==> config.mk <==
export PLATFORM = sky130hd
export DESIGN_NAME = tdc_backend
export DESIGN_NICKNAME = d
export VERILOG_FILES = /design/src/rtl/tdc_pkg.sv /design/src/rtl/tdc_therm2bin.sv /design/src/rtl/tdc_coarse.sv /design/src/rtl/tdc_channel.sv /design/src/rtl/tdc_backend.sv
export SDC_FILE = /design/constraint.sdc
export NUM_CORES = 2
export LEC_CHECK = 0
export CORE_MARGIN = 2
export CORE_UTILIZATION = 35
export DETAILED_ROUTE_END_ITERATION = 16
export PLACE_DENSITY = 0.62
export REMOVE_ABC_BUFFERS = 1
export SYNTH_ARGS = -nofsm -noshare
export SYNTH_HDL_FRONTEND = slang
export SYNTH_HIERARCHICAL = 1
export SYNTH_SLANG_ARGS = --single-unit
export TNS_END_PERCENT = 100
==> constraint.sdc <==
create_clock -name clk -period 12.74 [get_ports clk]
set_clock_uncertainty 0.2 [all_clocks]
set_input_delay 1.274 -clock clk [delete_from_list [all_inputs] [get_ports clk]]
set_output_delay 1.274 -clock clk [all_outputs]
set_load 0.01 [all_outputs]
==> src/rtl/tdc_pkg.sv <==
package tdc_pkg;
  // fractional bits of the stored per-channel reciprocal
  localparam int unsigned TDC_RB = 12;
endpackage

==> src/rtl/tdc_therm2bin.sv <==
module tdc_therm2bin #(
  parameter int unsigned N_TAP = 32,
  localparam int unsigned FW   = $clog2(N_TAP + 1)
) (
  input  logic [N_TAP-1:0] vec,
  output logic [FW-1:0]    cnt
);
  // ones count: tolerant to bubbles, no transition search
  always_comb begin
    cnt = '0;
    for (int i = 0; i < N_TAP; i++) begin
      cnt = cnt + FW'(vec[i]);
    end
  end
endmodule

==> src/rtl/tdc_coarse.sv <==
module tdc_coarse #(
  parameter int unsigned N_TAP   = 32,
  parameter int unsigned TMO_CYC = 255,
  localparam int unsigned CNT_W  = $clog2(TMO_CYC + 1),
  localparam int unsigned FW     = $clog2(N_TAP + 1)
) (
  input  logic             clk,
  input  logic             rst_n,
  input  logic             cal_mode,
  input  logic             start_ok,
  input  logic [FW-1:0]    start_fine_in,
  output logic [CNT_W-1:0] cnt,
  output logic [FW-1:0]    start_fine,
  output logic             win,
  output logic             tmo
);
  logic             armed_q, armed_d;
  logic [CNT_W-1:0] cnt_q, cnt_d;
  logic [FW-1:0]    sf_q, sf_d;
  logic             at_lim;

  assign at_lim = (cnt_q == CNT_W'(TMO_CYC));

  always_comb begin
    armed_d = armed_q;
    cnt_d   = cnt_q;
    sf_d    = sf_q;
    if (cal_mode) begin
      armed_d = 1'b0;
    end else if (start_ok) begin
      armed_d = 1'b1;
      cnt_d   = CNT_W'(1);
      sf_d    = start_fine_in;
    end else if (armed_q) begin
      if (at_lim) armed_d = 1'b0;
      else        cnt_d   = cnt_q + CNT_W'(1);
    end
  end

  always_ff @(posedge clk or negedge rst_n) begin
    if (!rst_n) begin
      armed_q <= 1'b0;
      cnt_q   <= '0;
      sf_q    <= '0;
    end else begin
      armed_q <= armed_d;
      cnt_q   <= cnt_d;
      sf_q    <= sf_d;
    end
  end

  assign cnt        = cnt_q;
  assign start_fine = sf_q;
  assign win        = armed_q & ~at_lim & ~start_ok & ~cal_mode;
  assign tmo        = armed_q &  at_lim & ~start_ok & ~cal_mode;

  // an open measurement always has a count in 1..TMO_CYC
  p_cnt_range_r9: assert property (@(posedge clk) disable iff (!rst_n)
    armed_q |-> (cnt_q != '0) && (cnt_q <= CNT_W'(TMO_CYC)));
  // reaching the limit closes the measurement
  p_close_r9: assert property (@(posedge clk) disable iff (!rst_n)
    (armed_q && at_lim && !start_ok && !cal_mode) |=> !armed_q);
endmodule

==> src/rtl/tdc_channel.sv <==
module tdc_channel
  import tdc_pkg::*;
#(
  parameter int unsigned N_TAP       = 32,
  parameter int unsigned TMO_CYC     = 255,
  parameter int unsigned LSB_PER_CLK = 64,
  parameter int unsigned OUT_W       = 16,
  localparam int unsigned CNT_W      = $clog2(TMO_CYC + 1),
  localparam int unsigned FW         = $clog2(N_TAP + 1),
  localparam int unsigned IW         = CNT_W + FW + 1,
  localparam int unsigned RW         = $clog2(LSB_PER_CLK) + TDC_RB + 1,
  localparam int unsigned PW         = IW + RW
) (
  input  logic             clk,
  input  logic             rst_n,
  input  logic             cal_mode,
  input  logic             all_cal,
  input  logic             meas_clr,
  input  logic             win,
  input  logic             tmo,
  input  logic [CNT_W-1:0] cnt,
  input  logic [FW-1:0]    start_fine,
  input  logic             hit,
  input  logic [N_TAP-1:0] phase,
  output logic [OUT_W-1:0] ts,
  output logic             vld,
  output logic             ovf,
  output logic             cal_ok
);
  localparam logic [RW-1:0] NUM = RW'(LSB_PER_CLK) << TDC_RB;

  logic [FW-1:0]    fine, per_q, per_d, div_in;
  logic [RW-1:0]    rcp_q, rcp_d;
  logic             cal_q, cal_d, got_q, got_d, vld_q, vld_d, ovf_q, ovf_d;
  logic [OUT_W-1:0] ts_q, ts_d;
  logic [IW-1:0]    ivl;
  logic [PW-1:0]    prod;
  logic             take, cal_take;

  tdc_therm2bin #(.N_TAP(N_TAP)) i_t2b (.vec(phase), .cnt(fine));

  assign take     = win & hit & ~got_q;
  assign cal_take = cal_mode & hit & (fine != '0);
  assign div_in   = (fine == '0) ? FW'(1) : fine;
  assign ivl      = IW'(cnt) * IW'(per_q) + IW'(start_fine) - IW'(fine);
  assign prod     = PW'(ivl) * PW'(rcp_q);

  always_comb begin
    per_d = per_q;
    rcp_d = rcp_q;
    cal_d = cal_q;
    if (cal_take) begin
      per_d = fine;
      rcp_d = NUM / RW'(div_in);
      cal_d = 1'b1;
    end
    got_d = meas_clr ? 1'b0 : (got_q | take);
    vld_d = take;
    ovf_d = tmo & ~got_q;
    ts_d  = take ? OUT_W'(prod >> TDC_RB) : ts_q;
  end

  always_ff @(posedge clk or negedge rst_n) begin
    if (!rst_n) begin
      per_q <= '0;
      rcp_q <= '0;
      cal_q <= 1'b0;
      got_q <= 1'b0;
      vld_q <= 1'b0;
      ovf_q <= 1'b0;
      ts_q  <= '0;
    end else begin
      per_q <= per_d;
      rcp_q <= rcp_d;
      cal_q <= cal_d;
      got_q <= got_d;
      vld_q <= vld_d;
      ovf_q <= ovf_d;
      ts_q  <= ts_d;
    end
  end

  assign ts     = ts_q;
  assign vld    = vld_q;
  assign ovf    = ovf_q;
  assign cal_ok = cal_q;

  // once a stop is held, no second strobe before a new start
  p_first_only_r8: assert property (@(posedge clk) disable iff (!rst_n)
    (got_q && !meas_clr) |=> !vld_q);
  // strobes only once the whole block is calibrated
  p_gate_r6: assert property (@(posedge clk) disable iff (!rst_n)
    (vld_q || ovf_q) |-> $past(all_cal));
  // a channel never reports a value and an overflow together
  p_excl_r9: assert property (@(posedge clk) disable iff (!rst_n)
    !(vld_q && ovf_q));
  // a nonzero calibration hit marks the channel calibrated
  p_cal_r5: assert property (@(posedge clk) disable iff (!rst_n)
    (cal_mode && hit && (fine != '0)) |=> cal_q);
endmodule

==> src/rtl/tdc_backend.sv <==
module tdc_backend #(
  parameter int unsigned N_CH        = 4,
  parameter int unsigned N_TAP       = 32,
  parameter int unsigned TMO_CYC     = 255,
  parameter int unsigned LSB_PER_CLK = 64,
  parameter int unsigned OUT_W       = 16
) (
  input  logic                    clk,
  input  logic                    rst_n,
  input  logic                    cal_mode,
  input  logic                    start,
  input  logic [N_TAP-1:0]        start_phase,
  input  logic [N_CH-1:0]         stop_hit,
  input  logic [N_CH*N_TAP-1:0]   stop_phase,
  output logic [N_CH*OUT_W-1:0]   ts_value,
  output logic [N_CH-1:0]         ts_valid,
  output logic [N_CH-1:0]         ts_ovf
);
  localparam int unsigned CNT_W = $clog2(TMO_CYC + 1);
  localparam int unsigned FW    = $clog2(N_TAP + 1);

  logic [N_CH-1:0]  cal_seen;
  logic             all_cal, start_ok, win, tmo;
  logic [FW-1:0]    sf_bin, sf_q;
  logic [CNT_W-1:0] cnt;

  assign all_cal  = &cal_seen;
  assign start_ok = start & ~cal_mode & all_cal;

  tdc_therm2bin #(.N_TAP(N_TAP)) i_start_t2b (.vec(start_phase), .cnt(sf_bin));

  tdc_coarse #(.N_TAP(N_TAP), .TMO_CYC(TMO_CYC)) i_coarse (
    .clk(clk), .rst_n(rst_n), .cal_mode(cal_mode), .start_ok(start_ok),
    .start_fine_in(sf_bin), .cnt(cnt), .start_fine(sf_q), .win(win), .tmo(tmo)
  );

  for (genvar g = 0; g < N_CH; g++) begin : g_ch
    tdc_channel #(
      .N_TAP(N_TAP), .TMO_CYC(TMO_CYC),
      .LSB_PER_CLK(LSB_PER_CLK), .OUT_W(OUT_W)
    ) i_ch (
      .clk(clk), .rst_n(rst_n), .cal_mode(cal_mode), .all_cal(all_cal),
      .meas_clr(start_ok), .win(win), .tmo(tmo), .cnt(cnt),
      .start_fine(sf_q), .hit(stop_hit[g]),
      .phase(stop_phase[g*N_TAP +: N_TAP]),
      .ts(ts_value[g*OUT_W +: OUT_W]), .vld(ts_valid[g]),
      .ovf(ts_ovf[g]), .cal_ok(cal_seen[g])
    );
  end

  // no result strobe in the cycle after a start capture edge
  p_start_edge_r10: assert property (@(posedge clk) disable iff (!rst_n)
    start_ok |=> (ts_valid == '0));
endmodule

=== Word level (Yosys, flattened, before mapping) ===
Cells that the tools add are included.

* $add $sub $neg: 164
* $mul: 8
* Divide/modulo/power cells: 4
* Equal/unequal tests: 2
* Mux-type cells: 15
* Bitwise gates (word level): 39
* Reduce and logical (&&, ||, !) cells: 12

{| class="wikitable"
|+ Operator list
! kind !! number
|-
| $add 6x1->6 || 134
|-
| $mul 15x19->28 || 4
|-
| $div 19x6->19 const A || 4
|-
| $add 14x6->15 || 4
|-
| $sub 15x6->15 || 4
|-
| $mul 8x6->14 || 4
|-
| $and 1x1->1 || 28
|-
| $add 5x1->6 || 4
|-
| $logic_not 6->1 || 4
|-
| $mux 6 || 4
|-
| $mux 8 || 3
|-
| $reduce_bool 6->1 || 4
|-
| $add 4x1->5 || 4
|-
| $add 3x1->4 || 4
|-
| $add 2x1->3 || 4
|-
| $add 1x1->2 || 5
|-
| $add 8x1->8 const B || 1
|-
| $eq 8x8->1 const B || 1
|-
| $mux 1 || 8
|-
| $not 1->1 || 7
|-
| $or 1x1->1 || 4
|-
| $reduce_and 4->1 || 1
|-
| $reduce_and 3->1 || 1
|-
| $ne 2x1->1 const B || 1
|-
| other kinds (2) || 2
|}

* Flip-flop bits (word level): 195
* Input bits: 168
* Output and inout port bits: 72
* Logic and storage cells: 275

=== Longest topological paths before layout ===
* Depth in word-level cells: 34
* Depth in mapped cells: 211
* Depth with buffers taken out: 196

=== Hierarchy ===
The synthesis kept the hierarchy.

{| class="wikitable"
|+ By module, submodules not included
! module !! instances !! cells each !! area an instance (um^2) !! seq. area each (um^2)
|-
| tdc_channel at g_ch[2].i_ch || 1 || 2326 || 18910.6 || 1126.1
|-
| tdc_channel at g_ch[3].i_ch || 1 || 2325 || 18831.8 || 1126.1
|-
| tdc_channel at g_ch[1].i_ch || 1 || 2284 || 18816.8 || 1126.1
|-
| tdc_channel at g_ch[0].i_ch || 1 || 2279 || 18535.3 || 1126.1
|-
| tdc_therm2bin || 5 || 73 || 758.2 || 0.0
|-
| tdc_coarse || 1 || 63 || 745.7 || 375.4
|-
| tdc_backend || 1 || 2 || 20.0 || 0.0
|}

=== Worst setup path after synthesis ===
Ideal clock, no wire load.

* Path kind: input -> register
* Start point: in stop_phase[96]
* End point: reg g_ch[3].i_ch.rcp_q[0]
* Library setup time: 0.126 ns
* Arrival: 41.414 ns
* Data required time: 12.414 ns
* Slack: -29.000 ns
* Stages: 205
* Path buffers: 15
* Cells stage by stage: inv_1 fa_1 inv_1 fa_1 fa_1 fa_1 fa_1 inv_1 fa_1 inv_1 ha_1 inv_1 fa_1 inv_1 clkbuf_1 inv_1 ha_1 nor2b_1 [169 not listed] o21ai_0 nand2b_1 a21oi_1 nand3_1 nor4b_4 nor2_1 ha_1 o21a_1 o21a_1 o21ai_0 nand2b_1 a21oi_1 nor2b_1 a2111oi_0 and3_1 nand4_1 nor4b_2 a21oi_1

* Cells in the longest elaborated chain, start to end: 34
* Elaborated cells on any way between the ends: 36
* Classes of those cells: add/sub (31); div (1); mux (1); bitwise (1); reduce/logical (2)

{| class="wikitable"
|+ Ends and longest elaborated chain
! what !! RTL line !! RTL
|-
| from (decl) || tdc_backend.sv:14 || <nowiki>input logic [N_CH*N_TAP-1:0] stop_phase,</nowiki>
|-
| $add 1x1->2 * || tdc_therm2bin.sv:12 || <nowiki>cnt = cnt + FW'(vec[i]);</nowiki>
|-
| $add 2x1->3 * || tdc_therm2bin.sv:12 ||
|-
| $add 3x1->4 * || tdc_therm2bin.sv:12 ||
|-
| $add 4x1->5 * || tdc_therm2bin.sv:12 ||
|-
| $add 5x1->6 * || tdc_therm2bin.sv:12 ||
|-
| $add 6x1->6 * (26 in series) || tdc_therm2bin.sv:12 ||
|-
| via g_ch[3].i_ch.fine[1] || tdc_channel.sv:32 || <nowiki>logic [FW-1:0] fine, per_q, per_d, div_in;</nowiki>
|-
| $logic_not 6->1 || tdc_channel.sv:44 || <nowiki>assign div_in = (fine == '0) ? FW'(1) : fine;</nowiki>
|-
| $mux 6 || tdc_channel.sv:44 ||
|-
| $div 19x6->19 || tdc_channel.sv:54 || <nowiki>rcp_d = NUM / RW'(div_in);</nowiki>
|-
| to (signal assigned) || tdc_channel.sv:74 || <nowiki>rcp_q <= rcp_d;</nowiki>
|-
| to (decl) || tdc_channel.sv:33 || <nowiki>logic [RW-1:0] rcp_q, rcp_d;</nowiki>
|}

Mark *: on every way through the listed nets, which the timed path passes. The rest lies on a longest branch.
A chain may end at the register's enable or synchronous reset.

=== Worst setup path in the final report ===
* Start point: in stop_phase[97]
* End point: reg g_ch[3].i_ch.rcp_q[0]

The elaborated chain is that of the path after synthesis.

==> metrics.log <==
INFO  metric tns = -709520 ps
INFO  metric die_x = 481 um
INFO  metric postSynth.asyncResetShare = 1.00
INFO  metric placement.setup.worst_slack = -27690 ps
INFO  metric num_vias = 82600
INFO  metric synthesis.instances = 9644
INFO  metric clock_tree.buffer_depth = 2
INFO  metric synth_top_family_by_area = adder cells
INFO  metric ys_dominant_reg_cell = sky130_fd_sc_hd__dfrtp_1
INFO  metric status = complete, but fails checks
INFO  metric layout_common_cells = 3272 x sky130_fd_sc_hd__buf_4, 1210 x sky130_fd_sc_hd__nand2_1, 1156 x sky130_fd_sc_hd__inv_1, 1062 x sky130_fd_sc_hd__fa_1, 681 x sky130_fd_sc_hd__ha_1
INFO  metric synth_sequential_area_ratio = 0.0613
INFO  metric area_growth_syn_to_layout = 46.7%
INFO  metric ctsHoldBuffers = 0
INFO  metric maxSlewViolCount = 0
INFO  metric grt_setup_unrepaired = true
INFO  metric clock_tree.root_cell = sky130_fd_sc_hd__clkbuf_16
INFO  metric grt_start_max_net_pins = 101
INFO  metric critical_path.slowest_cell = sky130_fd_sc_hd__fa_2
INFO  metric slew_headroom = 0.363
INFO  metric worstPathRequired = 12990 ps
INFO  metric post_route_minimum_period = 36270 ps
INFO  metric die_y = 481 um
INFO  metric mean_cell_area_of_the_mapped_netlist = 8.26 um^2
INFO  metric drv_cap = 0
INFO  metric ys_types = 173
INFO  metric final_antenna_net_count = 0
INFO  metric seq_area = 0.00488 mm^2
INFO  metric route.detailed.vias_per_inst = 5.15
INFO  metric worst_slack = -23530 ps
INFO  metric timing_worst_setup_path_type = in -> reg
INFO  metric die_area = 0.231 mm^2
INFO  metric worst-endpoint-arrival = 36520 ps
INFO  metric simple_gate_area_share_of_the_yosys_netlist = 0.217
INFO  metric nets = 15100
INFO  metric rr_worst_depth = 55
INFO  metric worst_pin_slew = 941 ps
INFO  metric total_routing_usage_reported_by_global_routing = 0.229
INFO  metric setup.worst_path.end_class = flop
INFO  metric worstSetupStartpointType = input port
INFO  metric cts_max_level = 4
INFO  metric r2r_setup_slack = 1020 ps
INFO  metric fillers = 20600
INFO  metric top_level_ports = 240
INFO  metric fp.coreArea = 0.227 mm^2
INFO  metric avgRoutedWirePerCell = 17.0 um
INFO  metric number_of_flops_mapped_to_enable_cells_by_yosys = 0
INFO  metric mappedNetlistArea = 0.0797 mm^2
INFO  metric tritoncts = yes
INFO  metric violations = setup timing
INFO  metric critical_path.max_stage_delay = 680 ps
INFO  metric synth.yosys.warnings = 6
INFO  metric most_common_cell_after_layout_fill_and_taps_aside = sky130_fd_sc_hd__buf_4
INFO  metric synthMuxAreaShare = 0.0267
INFO  metric cts.reportedPaths.clkPinSlew = 90 ps
INFO  metric grt_antenna_before_repair = 6
INFO  metric worst_hold_margin = 253 ps
INFO  metric grt_first_pass_wirelength = 439000 um
INFO  metric sink_count = 195
INFO  metric min_path_cells = 1
INFO  metric cpMostUsedCell = sky130_fd_sc_hd__a21o_1
INFO  metric place.detailed.instances = 15300
INFO  metric dpl.hpwl = 211000 um
INFO  metric critPathMaxFanout = 6
INFO  metric floorplan.initialDensity = 0.351
INFO  metric drt_first_iter_violations = 4583
INFO  metric gp_congestion = 0.928
INFO  metric synth_compound_gate_area_share = 0.181
INFO  metric synth-seq-cells = 195
INFO  metric route.final.wire_length = 273000 um
INFO  metric hold_path.class = reg -> reg
INFO  metric grt_pass1_vias = 87500
INFO  metric finalSetupViolations = 116
INFO  metric std_cell_rows = 175
INFO  metric overflow_left_after_global_routing = 0
INFO  metric final_cell_count_no_fill = 16100
INFO  metric clock_insertion_delay_worst_skew = 570 ps
INFO  metric synth-adder-area-share = 0.395
INFO  metric portBuffers = 239
INFO  metric firstDrtPassIters = 8
INFO  metric timing.fmax = 27.6 MHz
INFO  metric finalHoldViolations = 0
INFO  metric synth_xor_xnor_area_share = 0.0471
INFO  metric footprint_of_the_multi_input_gates = 0.0744 mm^2
INFO  metric drc_errors = 0
INFO  metric period_share = 2.85
INFO  metric cts_inserted_buffers = 17
INFO  metric layout_cell_share_with_drive_strength_beyond_1 = 0.359
==> metrics by stage <==
step / area, um^2 / util
2_1_floorplan: 78400 / -
3_3_place_gp: 105000 / 0.462
3_5_place_dp: 105000 / 0.462
4_1_cts: 114000 / 0.501
5_1_grt: 117000 / 0.515
6_report: 117000 / 0.515
==> worst paths after layout <==
path / endpoint / startpoint
max in group asynchronous: g_ch[0].i_ch/ts[0] / rst_n
min in group asynchronous: g_ch[2].i_ch/rcp_q[11] / rst_n
worst max register to register: g_ch[2].i_ch/ts[15] / i_coarse/cnt[0]
worst min register to register: g_ch[1].i_ch/ovf / g_ch[1].i_ch/got_q
worst max-delay path: g_ch[3].i_ch/rcp_q[0] / stop_phase[97]
worst min-delay path: g_ch[1].i_ch/ovf / g_ch[1].i_ch/got_q
==> logic make-up after synthesis <==
kind of cell	Yosys count
AND/OR/NAND/NOR	3394
multiplexers	192
adder cells (fa/ha/maj)	1868
buffers and inverters	1495
flip-flops	195
AO/OA/AOI/OAI	2076
XOR/XNOR	424
==> state kept, by name, summed over array words and instances (netlist names), 4 cells and up <==
name	cells
g_ch.i_ch/cal_ok	4
g_ch.i_ch/got_q	4
g_ch.i_ch/ovf	4
g_ch.i_ch/per_q	24
g_ch.i_ch/rcp_q	76
g_ch.i_ch/ts	64
g_ch.i_ch/vld	4
i_coarse/cnt	8
i_coarse/start_fine	6
==> Yosys cell counts (36+ instances only) <==
master | number | area, um^2
sky130_fd_sc_hd__or3_1 | 73 | 457
sky130_fd_sc_hd__o21bai_1 | 80 | 601
sky130_fd_sc_hd__xnor2_1 | 279 | 2440
sky130_fd_sc_hd__a211oi_1 | 57 | 428
sky130_fd_sc_hd__o21a_1 | 90 | 676
sky130_fd_sc_hd__nand3_1 | 126 | 631
sky130_fd_sc_hd__ha_1 | 788 | 9860
sky130_fd_sc_hd__nor2_1 | 514 | 1930
sky130_fd_sc_hd__fa_1 | 1080 | 21600
sky130_fd_sc_hd__clkbuf_1 | 242 | 908
sky130_fd_sc_hd__nand2b_1 | 134 | 838
sky130_fd_sc_hd__nor3_1 | 153 | 766
sky130_fd_sc_hd__a21o_1 | 227 | 1700
sky130_fd_sc_hd__xor2_1 | 140 | 1230
sky130_fd_sc_hd__a31oi_1 | 60 | 375
sky130_fd_sc_hd__a21oi_1 | 431 | 2160
sky130_fd_sc_hd__dfrtp_1 | 195 | 4880
sky130_fd_sc_hd__inv_1 | 1190 | 4470
sky130_fd_sc_hd__or2_2 | 52 | 325
sky130_fd_sc_hd__o31ai_1 | 78 | 586
sky130_fd_sc_hd__and3_1 | 71 | 444
sky130_fd_sc_hd__o211ai_1 | 58 | 435
sky130_fd_sc_hd__nand4_1 | 52 | 325
sky130_fd_sc_hd__o21ai_0 | 473 | 2370
sky130_fd_sc_hd__mux2i_1 | 96 | 961
sky130_fd_sc_hd__nor2b_1 | 160 | 1000
sky130_fd_sc_hd__mux2_2 | 78 | 878
sky130_fd_sc_hd__nand2_1 | 1272 | 4770
sky130_fd_sc_hd__nor4_1 | 36 | 225
sky130_fd_sc_hd__and2_1 | 525 | 3280
==> worst max-delay path, delay by kind of cell <==
family,cells,cell delay [ps]
adders and majority gates,25,8280
buffers and inverters,29,3490
muxes,6,1220
AOI/OAI and AO/OA,77,12600
and+or+nand+nor,60,9080
xor gates and xnor gates,2,460
==> routing by layer <==
metal  up-vias  GRT usage  routed length (um)
met5         -          0                  29
li1      39400          -                   -
met3       507     0.0189               11200
met2      2062      0.406              135000
met4         6     0.0843               10300
met1     40700      0.290              116000
==> cell type report <==
| type | instances | area share |
|---|---|---|
| clock buffers | 17 | 0.00364 |
| multi-input cells | 7954 | 0.636 |
| flip-flops and latches | 195 | 0.0418 |
| inverters | 1196 | 0.0385 |
| repair buffers | 3671 | 0.246 |
| well taps | 3009 | 0.0322 |
| clock inverters | 13 | 0.00130 |
| diodes | 1 | 0.0000214 |
==> repair_timing <==
action,CTS,global route
pin swaps,584,463
gates cloned,1,0
setup endpoints to repair,116,116
gates resized for setup,1088,396
buffers inserted,623,158
Power is not shown: default switching activity piles up to over one toggle a cycle in this logic, so the estimate is an artifact.
